### config.mk
export PLATFORM = sky130hd
export DESIGN_NAME = link_recovery_wd
export DESIGN_NICKNAME = d
export VERILOG_FILES = /design/src/rtl/lrw_pkg.sv /design/src/rtl/lrw_tick_gen.sv /design/src/rtl/lrw_timer.sv /design/src/rtl/lrw_reconf_filter.sv /design/src/rtl/lrw_cmd_reg.sv /design/src/rtl/lrw_requester.sv /design/src/rtl/link_recovery_wd.sv
export SDC_FILE = /design/constraint.sdc
export NUM_CORES = 1
export LEC_CHECK = 0
export BUFFER_PORTS_ARGS = -buffer_cell sky130_fd_sc_hd__buf_2
export CELL_PAD_IN_SITES_DETAIL_PLACEMENT = 0
export CELL_PAD_IN_SITES_GLOBAL_PLACEMENT = 1
export CORE_MARGIN = 2
export CORE_UTILIZATION = 47
export CTS_BUF_LIST = sky130_fd_sc_hd__clkbuf_2 sky130_fd_sc_hd__clkbuf_4 sky130_fd_sc_hd__clkbuf_8
export CTS_CLUSTER_DIAMETER = 100
export DETAILED_ROUTE_END_ITERATION = 10
export PLACE_DENSITY_LB_ADDON = 0.3
export REMOVE_ABC_BUFFERS = 1
export SKIP_LAST_GASP = 1
export SLEW_MARGIN = 20
export SYNTH_ARGS = -nofsm -noshare
export SYNTH_HDL_FRONTEND = slang
export SYNTH_SLANG_ARGS = --single-unit
### constraint.sdc
create_clock -name clk_i -period 2.6 [get_ports clk_i]
set_input_delay 0.26 -clock clk_i [delete_from_list [all_inputs] [get_ports clk_i]]
set_output_delay 0.26 -clock clk_i [all_outputs]
set_load 0.01 [all_outputs]
### src/rtl/lrw_pkg.sv
package lrw_pkg;

   typedef enum logic {
      REQ_IDLE = 1'b0,
      REQ_POLL = 1'b1
   } req_state_e;

   // counter width for values 0..n-1, never below one bit
   function automatic int unsigned cnt_w(input int unsigned n);
      return (n > 1) ? $clog2(n) : 1;
   endfunction

endpackage

### src/rtl/lrw_tick_gen.sv
module lrw_tick_gen #(
   parameter int unsigned DIV = 4
) (
   input  logic clk_i,
   input  logic rst_ni,
   input  logic clear_i,
   output logic tick_o
);
   import lrw_pkg::*;

   localparam int unsigned CW      = cnt_w(DIV);
   localparam bit          IS_POW2 = ((DIV & (DIV - 1)) == 0);

   logic [CW-1:0] cnt_q;

   generate
      if (IS_POW2) begin : g_wrap
         // counter wraps by itself at a power of two
         always_ff @(posedge clk_i or negedge rst_ni) begin
            if (!rst_ni)      cnt_q <= '0;
            else if (clear_i) cnt_q <= '0;
            else              cnt_q <= cnt_q + 1'b1;
         end
         assign tick_o = &cnt_q;
      end else begin : g_cmp
         localparam logic [CW-1:0] LAST = CW'(DIV - 1);
         always_ff @(posedge clk_i or negedge rst_ni) begin
            if (!rst_ni)                         cnt_q <= '0;
            else if (clear_i || (cnt_q == LAST)) cnt_q <= '0;
            else                                 cnt_q <= cnt_q + 1'b1;
         end
         assign tick_o = (cnt_q == LAST);
      end
   endgenerate

endmodule

### src/rtl/lrw_timer.sv
module lrw_timer #(
   parameter int unsigned TICKS = 5
) (
   input  logic clk_i,
   input  logic rst_ni,
   input  logic rearm_i,
   input  logic tick_i,
   output logic fire_o
);
   import lrw_pkg::*;

   localparam int unsigned   CW   = cnt_w(TICKS);
   localparam logic [CW-1:0] LAST = CW'(TICKS - 1);

   logic [CW-1:0] cnt_q;

   assign fire_o = !rearm_i && tick_i && (cnt_q == LAST);

   always_ff @(posedge clk_i or negedge rst_ni) begin
      if (!rst_ni)                cnt_q <= '0;
      else if (rearm_i || fire_o) cnt_q <= '0;
      else if (tick_i)            cnt_q <= cnt_q + 1'b1;
   end

endmodule

### src/rtl/lrw_reconf_filter.sv
module lrw_reconf_filter #(
   parameter int unsigned LOOP_W = 2
) (
   input  logic              clk_i,
   input  logic              rst_ni,
   input  logic              req_i,
   input  logic              lowpwr_i,
   input  logic [LOOP_W-1:0] loop_sel_i,
   output logic              fire_o,
   output logic              pd_apply_o
);
   logic              pwr_q;
   logic [LOOP_W-1:0] loop_q;
   logic              pwr_diff;
   logic              loop_diff;

   assign pwr_diff   = (lowpwr_i != pwr_q);
   assign loop_diff  = (loop_sel_i != loop_q);
   assign fire_o     = req_i && (pwr_diff || loop_diff);
   assign pd_apply_o = req_i && pwr_diff;

   always_ff @(posedge clk_i or negedge rst_ni) begin
      if (!rst_ni) begin
         pwr_q  <= 1'b0;
         loop_q <= '0;
      end else if (req_i) begin
         pwr_q  <= lowpwr_i;
         loop_q <= loop_sel_i;
      end
   end

endmodule

### src/rtl/lrw_cmd_reg.sv
module lrw_cmd_reg #(
   parameter int unsigned CMD_W     = 16,
   parameter int unsigned RST_BIT   = 14,
   parameter int unsigned PD_LO_BIT = 5,
   parameter int unsigned PD_HI_BIT = 6,
   parameter int unsigned HOLD_CYC  = 8
) (
   input  logic             clk_i,
   input  logic             rst_ni,
   input  logic             host_wr_i,
   input  logic [CMD_W-1:0] host_wdata_i,
   input  logic             set_rst_i,
   input  logic             pd_apply_i,
   input  logic             pd_val_i,
   output logic [CMD_W-1:0] cmd_o
);
   import lrw_pkg::*;

   localparam int unsigned   HW        = cnt_w(HOLD_CYC);
   localparam logic [HW-1:0] HOLD_LAST = HW'(HOLD_CYC - 1);

   logic [CMD_W-1:0] cmd_q, cmd_d;
   logic [HW-1:0]    hold_q, hold_d;

   always_comb begin
      cmd_d  = cmd_q;
      hold_d = '0;
      if (host_wr_i) begin
         cmd_d          = host_wdata_i;
         // a written zero cannot cut a reset short
         cmd_d[RST_BIT] = host_wdata_i[RST_BIT] | cmd_q[RST_BIT];
      end
      if (pd_apply_i) begin
         cmd_d[PD_LO_BIT] = pd_val_i;
         cmd_d[PD_HI_BIT] = pd_val_i;
      end
      if (set_rst_i) cmd_d[RST_BIT] = 1'b1;
      if (cmd_q[RST_BIT]) begin
         if (hold_q == HOLD_LAST) begin
            cmd_d[RST_BIT] = 1'b0;
         end else begin
            hold_d = hold_q + 1'b1;
         end
      end
   end

   always_ff @(posedge clk_i or negedge rst_ni) begin
      if (!rst_ni) begin
         cmd_q  <= '0;
         hold_q <= '0;
      end else begin
         cmd_q  <= cmd_d;
         hold_q <= hold_d;
      end
   end

   assign cmd_o = cmd_q;

endmodule

### src/rtl/lrw_requester.sv
module lrw_requester #(
   parameter int unsigned POLL_GAP  = 4,
   parameter int unsigned MAX_TRIES = 50
) (
   input  logic clk_i,
   input  logic rst_ni,
   input  logic start_i,
   input  logic bit_i,
   output logic set_o,
   output logic busy_o,
   output logic timeout_o
);
   import lrw_pkg::*;

   localparam int unsigned   GW       = cnt_w(POLL_GAP);
   localparam int unsigned   TW       = cnt_w(MAX_TRIES);
   localparam logic [GW-1:0] GAP_LAST = GW'(POLL_GAP - 1);
   localparam logic [TW-1:0] TRY_LAST = TW'(MAX_TRIES - 1);

   req_state_e    state_q;
   logic [GW-1:0] gap_q;
   logic [TW-1:0] tries_q;
   logic          timeout_q;

   assign set_o     = (state_q == REQ_IDLE) && start_i;
   assign busy_o    = (state_q == REQ_POLL);
   assign timeout_o = timeout_q;

   always_ff @(posedge clk_i or negedge rst_ni) begin
      if (!rst_ni) begin
         state_q   <= REQ_IDLE;
         gap_q     <= '0;
         tries_q   <= '0;
         timeout_q <= 1'b0;
      end else begin
         case (state_q)
            REQ_IDLE: begin
               if (start_i) begin
                  state_q   <= REQ_POLL;
                  gap_q     <= '0;
                  tries_q   <= '0;
                  timeout_q <= 1'b0;
               end
            end
            default: begin
               if (gap_q == GAP_LAST) begin
                  gap_q <= '0;
                  if (!bit_i) begin
                     state_q <= REQ_IDLE;
                  end else if (tries_q == TRY_LAST) begin
                     state_q   <= REQ_IDLE;
                     timeout_q <= 1'b1;
                  end else begin
                     tries_q <= tries_q + 1'b1;
                  end
               end else begin
                  gap_q <= gap_q + 1'b1;
               end
            end
         endcase
      end
   end

endmodule

### src/rtl/link_recovery_wd.sv
module link_recovery_wd #(
   parameter int unsigned CMD_W     = 16,
   parameter int unsigned RST_BIT   = 14,
   parameter int unsigned PD_LO_BIT = 5,
   parameter int unsigned PD_HI_BIT = 6,
   parameter int unsigned LOOP_W    = 2,
   parameter int unsigned TICK_DIV  = 156250,
   parameter int unsigned WD_TICKS  = 5000,
   parameter int unsigned HOLD_CYC  = 32,
   parameter int unsigned POLL_GAP  = 156,
   parameter int unsigned MAX_TRIES = 50
) (
   input  logic              clk_i,
   input  logic              rst_ni,
   input  logic              link_up_i,
   input  logic              loopback_i,
   input  logic              reconf_req_i,
   input  logic              lowpwr_i,
   input  logic [LOOP_W-1:0] loop_sel_i,
   input  logic              host_wr_i,
   input  logic [CMD_W-1:0]  host_wdata_i,
   output logic [CMD_W-1:0]  cmd_o,
   output logic              logic_rst_o,
   output logic              wd_fire_o,
   output logic              req_busy_o,
   output logic              req_timeout_o
);

   generate
      if (RST_BIT >= CMD_W || PD_LO_BIT >= CMD_W || PD_HI_BIT >= CMD_W) begin : g_bad_pos
         $error("command field position outside register width");
      end
      if (RST_BIT == PD_LO_BIT || RST_BIT == PD_HI_BIT || PD_LO_BIT == PD_HI_BIT) begin : g_bad_overlap
         $error("command fields overlap");
      end
      if (TICK_DIV < 2 || WD_TICKS < 1 || HOLD_CYC < 1 || POLL_GAP < 1 || MAX_TRIES < 1) begin : g_bad_count
         $error("count parameter out of range");
      end
      if (LOOP_W < 1) begin : g_bad_loop
         $error("loop selection needs at least one bit");
      end
   endgenerate

   logic rearm;
   logic tick;
   logic reconf_fire;
   logic pd_apply;
   logic start;
   logic set_rst;
   logic [CMD_W-1:0] cmd;

   assign rearm = link_up_i | loopback_i;

   lrw_tick_gen #(.DIV(TICK_DIV)) u_tick (
      .clk_i   (clk_i),
      .rst_ni  (rst_ni),
      .clear_i (rearm),
      .tick_o  (tick)
   );

   lrw_timer #(.TICKS(WD_TICKS)) u_timer (
      .clk_i   (clk_i),
      .rst_ni  (rst_ni),
      .rearm_i (rearm),
      .tick_i  (tick),
      .fire_o  (wd_fire_o)
   );

   lrw_reconf_filter #(.LOOP_W(LOOP_W)) u_filter (
      .clk_i      (clk_i),
      .rst_ni     (rst_ni),
      .req_i      (reconf_req_i),
      .lowpwr_i   (lowpwr_i),
      .loop_sel_i (loop_sel_i),
      .fire_o     (reconf_fire),
      .pd_apply_o (pd_apply)
   );

   // both reset sources share one requester; busy drops duplicates
   assign start = wd_fire_o | reconf_fire;

   lrw_requester #(.POLL_GAP(POLL_GAP), .MAX_TRIES(MAX_TRIES)) u_req (
      .clk_i     (clk_i),
      .rst_ni    (rst_ni),
      .start_i   (start),
      .bit_i     (cmd[RST_BIT]),
      .set_o     (set_rst),
      .busy_o    (req_busy_o),
      .timeout_o (req_timeout_o)
   );

   lrw_cmd_reg #(
      .CMD_W     (CMD_W),
      .RST_BIT   (RST_BIT),
      .PD_LO_BIT (PD_LO_BIT),
      .PD_HI_BIT (PD_HI_BIT),
      .HOLD_CYC  (HOLD_CYC)
   ) u_cmd (
      .clk_i        (clk_i),
      .rst_ni       (rst_ni),
      .host_wr_i    (host_wr_i),
      .host_wdata_i (host_wdata_i),
      .set_rst_i    (set_rst),
      .pd_apply_i   (pd_apply),
      .pd_val_i     (lowpwr_i),
      .cmd_o        (cmd)
   );

   assign cmd_o       = cmd;
   assign logic_rst_o = cmd[RST_BIT];

endmodule

==> flow_summary.yaml <==
power:
  power.density_nw_per_um2: 666
  p_leak_uw: 0.00180
  vdd_drop_max_uv: 259
status:
  status: "finished clean"
sta:
  hold_viol_final: 0
  setup_viol: 0
  clock_skew_ns: 0.0146
  fin_crit_ns: 2.34
  finalCritPeriodShare: 0.901
  relSlewSlack: 0.510
  worstMarginPinSlew_ns: 0.735
  final.setup.tns_ns: 0
  max_freq_mhz: 427
  slew_viol_final: 0
  rsz0062_at_grt: "false"
yosys:
  ys_seq_area_frac: 0.495
  synth_edf_count: 0
  synthesis.area_um2: 3590
  syn_inst: 342
  yosysWarnings: 0
  ys.flop_type: "dfrtp_1"
  ys_seq_elements: 71
  avgSynthCellArea_um2: 10.5
  yosysUniqueCellTypes: 61
  synthArstFlopShare: 1.00
detailed_routing:
  vias_per_cell: 5.55
  drtPass1Iterations: 4
  route.detailed.drc: 0
  wl_per_cell_um: 14.7
  vias: 2768
  finalWirelength_um: 7350
  drtIter0Drc: 121
  ant_nets: 0
global_route:
  grt_max_degree: 31
  grt_overflow: 0
  grt_use_met2: 0.318
  grt_pass1_wl_um: 13000
  use_met3: 0.0299
  use_met1: 0.250
  grt_usage: 0.191
  antenna_found_initial: 0
  grt_pass1_vias: 2821
  top_usage_layer: "met2"
placed_design:
  io_buffers: 44
  gp_congestion: 0.820
  place_hpwl_um: 5340
clocking:
  cts_inserted_buffers: 9
  clock_latency_ns: 0.35
  cts.sinks: 71
  htree_levels: 3
  clk_pin_slew_worst_paths_ns: 0.09
  cts_tree: "yes"
  cts_setup_buffers: 0
  clk_path_buf_depth: 2
  post_cts_resized: 0
  cts-root-buf: "clkbuf_8"
critical_path:
  worst_setup_path_start_kind: "flop"
  startpoint: "u_req.gap_q[0]$_DFFE_PN0P_"
  crit_arrival_ns: 2.58
  path_max_fanout: 7
  critPathCaptureType: "flop"
  worstPathRequired_ns: 2.84
  timing.rr.start: "u_req.gap_q[0]$_DFFE_PN0P_"
  crit_type: "flop to flop"
job:
  timing.max_cap.violations: 0
floorplan:
  coreArea_um2: 7330
  die_area_um2: 8360
  initial_core_util: 0.490
  num_rows: 31
  ios: 45
  die_y_um: 91.4
  fp.dieW_um: 91.4
layout:
  drive_above_1_share: 0.243
  postLayoutCoreUtil: 0.567
  finalNetCount: 428
  n_antenna_cell: 0
  area_growth_pct: 15.7
worst_hold_path:
  hp-start: "host_wdata_i[1]"
  hp-class: "input port to flop"
-- registers in the layout, indices dropped and copies added (netlist names) --
| name | flops |
|---|---|
| u_tick.cnt_q | 18 |
| u_cmd.cmd_o | 16 |
| u_timer.cnt_q | 13 |
| u_req.gap_q | 8 |
| u_req.tries_q | 6 |
| u_cmd.hold_q | 5 |
| u_filter.loop_q | 2 |
| u_filter.pwr_q | 1 |
| u_req.busy_o | 1 |
| u_req.timeout_o | 1 |
-- through the flow --
stage	hold WS, ns	std cells	total power (uW)	area, um2	worst slack, ns
2_1_floorplan	-0.0356	331	1680	3530	0.443
3_3_place_gp	0.229	482	1830	3940	0.347
3_5_place_dp	0.226	482	1870	3940	0.287
4_1_cts	0.117	499	2810	4160	0.270
5_1_grt	0.116	499	2940	4160	0.111
6_report	0.132	499	2770	4160	0.256
-- final cells by class --
cell class	instances	area [um2]
inverters	6	22.5
flip-flops and latches	71	1780
fillers	666	3170
repair buffers	53	290
well taps	99	124
multi-input cells	254	1730
clock buffers	9	124
clock inverters	7	86.3
-- cells in the mapped netlist (5+ instances only) --
cell / n / area share
o21ai_0: 12 / 0.017
or3_1: 7 / 0.012
nand3_1: 18 / 0.025
a21oi_1: 16 / 0.022
nand2_1: 20 / 0.021
a31oi_1: 5 / 0.0087
nor2_1: 38 / 0.040
nand4_1: 8 / 0.014
dfrtp_1: 71 / 0.49
clkbuf_1: 5 / 0.0052
ha_1: 8 / 0.028
a21o_1: 5 / 0.010
xnor2_1: 9 / 0.022
and3_1: 8 / 0.014
inv_1: 6 / 0.0063
and4_1: 6 / 0.015
xor2_1: 16 / 0.039
mux2_2: 18 / 0.056
-- per-layer routing --
layer,routed length (um),vias to the layer above
met3,162,11
met4,124,0
met1,3510,1370
li1,-,1351
met2,3550,36
met5,0,-
-- worst max-delay path, cell delays in order (launching register included) --
cell and delay [ns]:
dfrtp_1 0.39, ha_1 0.22, or4b_1 0.43, or3_1 0.44, nor3b_2 0.27, nor2_1 0.13
a221o_1 0.36
-- worst paths after layout --
path                            cells after the start  slack (ns)                      endpoint
worst max register to register                      6        0.26  u_req.tries_q[2]$_DFFE_PN0P_
worst min register to register                      1        0.47     u_cmd.hold_q[0]$_DFF_PN0_
worst min-delay path                                2        0.13    u_cmd.cmd_o[1]$_DFFE_PN0P_
worst max-delay path                                6        0.26  u_req.tries_q[2]$_DFFE_PN0P_
max in group asynchronous                           3        1.48     u_tick.cnt_q[1]$_DFF_PN0_
min in group asynchronous                           2        0.37   u_cmd.cmd_o[12]$_DFFE_PN0P_
-- placed cells by master, fill, tap and decap left out, drive strengths merged, types with 10 or more instances in the layout --
cell type,n
o21ai,13
buf,52
nand2,20
dfrtp,71
inv,10
xor2,16
a21oi,16
mux2,18
nor2,38
nand3,18
-- kinds of logic after synthesis --
kind of cell	share of synthesized area
xor gates and xnor gates	0.0610
AOI/OAI and AO/OA	0.103
and+or+nand+nor	0.228
muxes	0.0620
buffers and inverters	0.0226
DFF	0.495
adders and majority gates	0.0279
-- repair_timing --
item                                   4_1_cts  5_1_grt
hold buffers                                 1        0
endpoints found under the hold margin       19        0
setup endpoints to repair                    0        0
-- power by group --
group / internal (uW) / leakage [uW] / total (uW) / switching, uW
Combinational: 230 / 0.000789 / 463 / 233
Sequential: 1250 / 0.000908 / 1370 / 127
Clock: 465 / 0.000104 / 933 / 469
Total: 1940 / 0.00180 / 2770 / 828
Power figures use the tool's default switching activity.
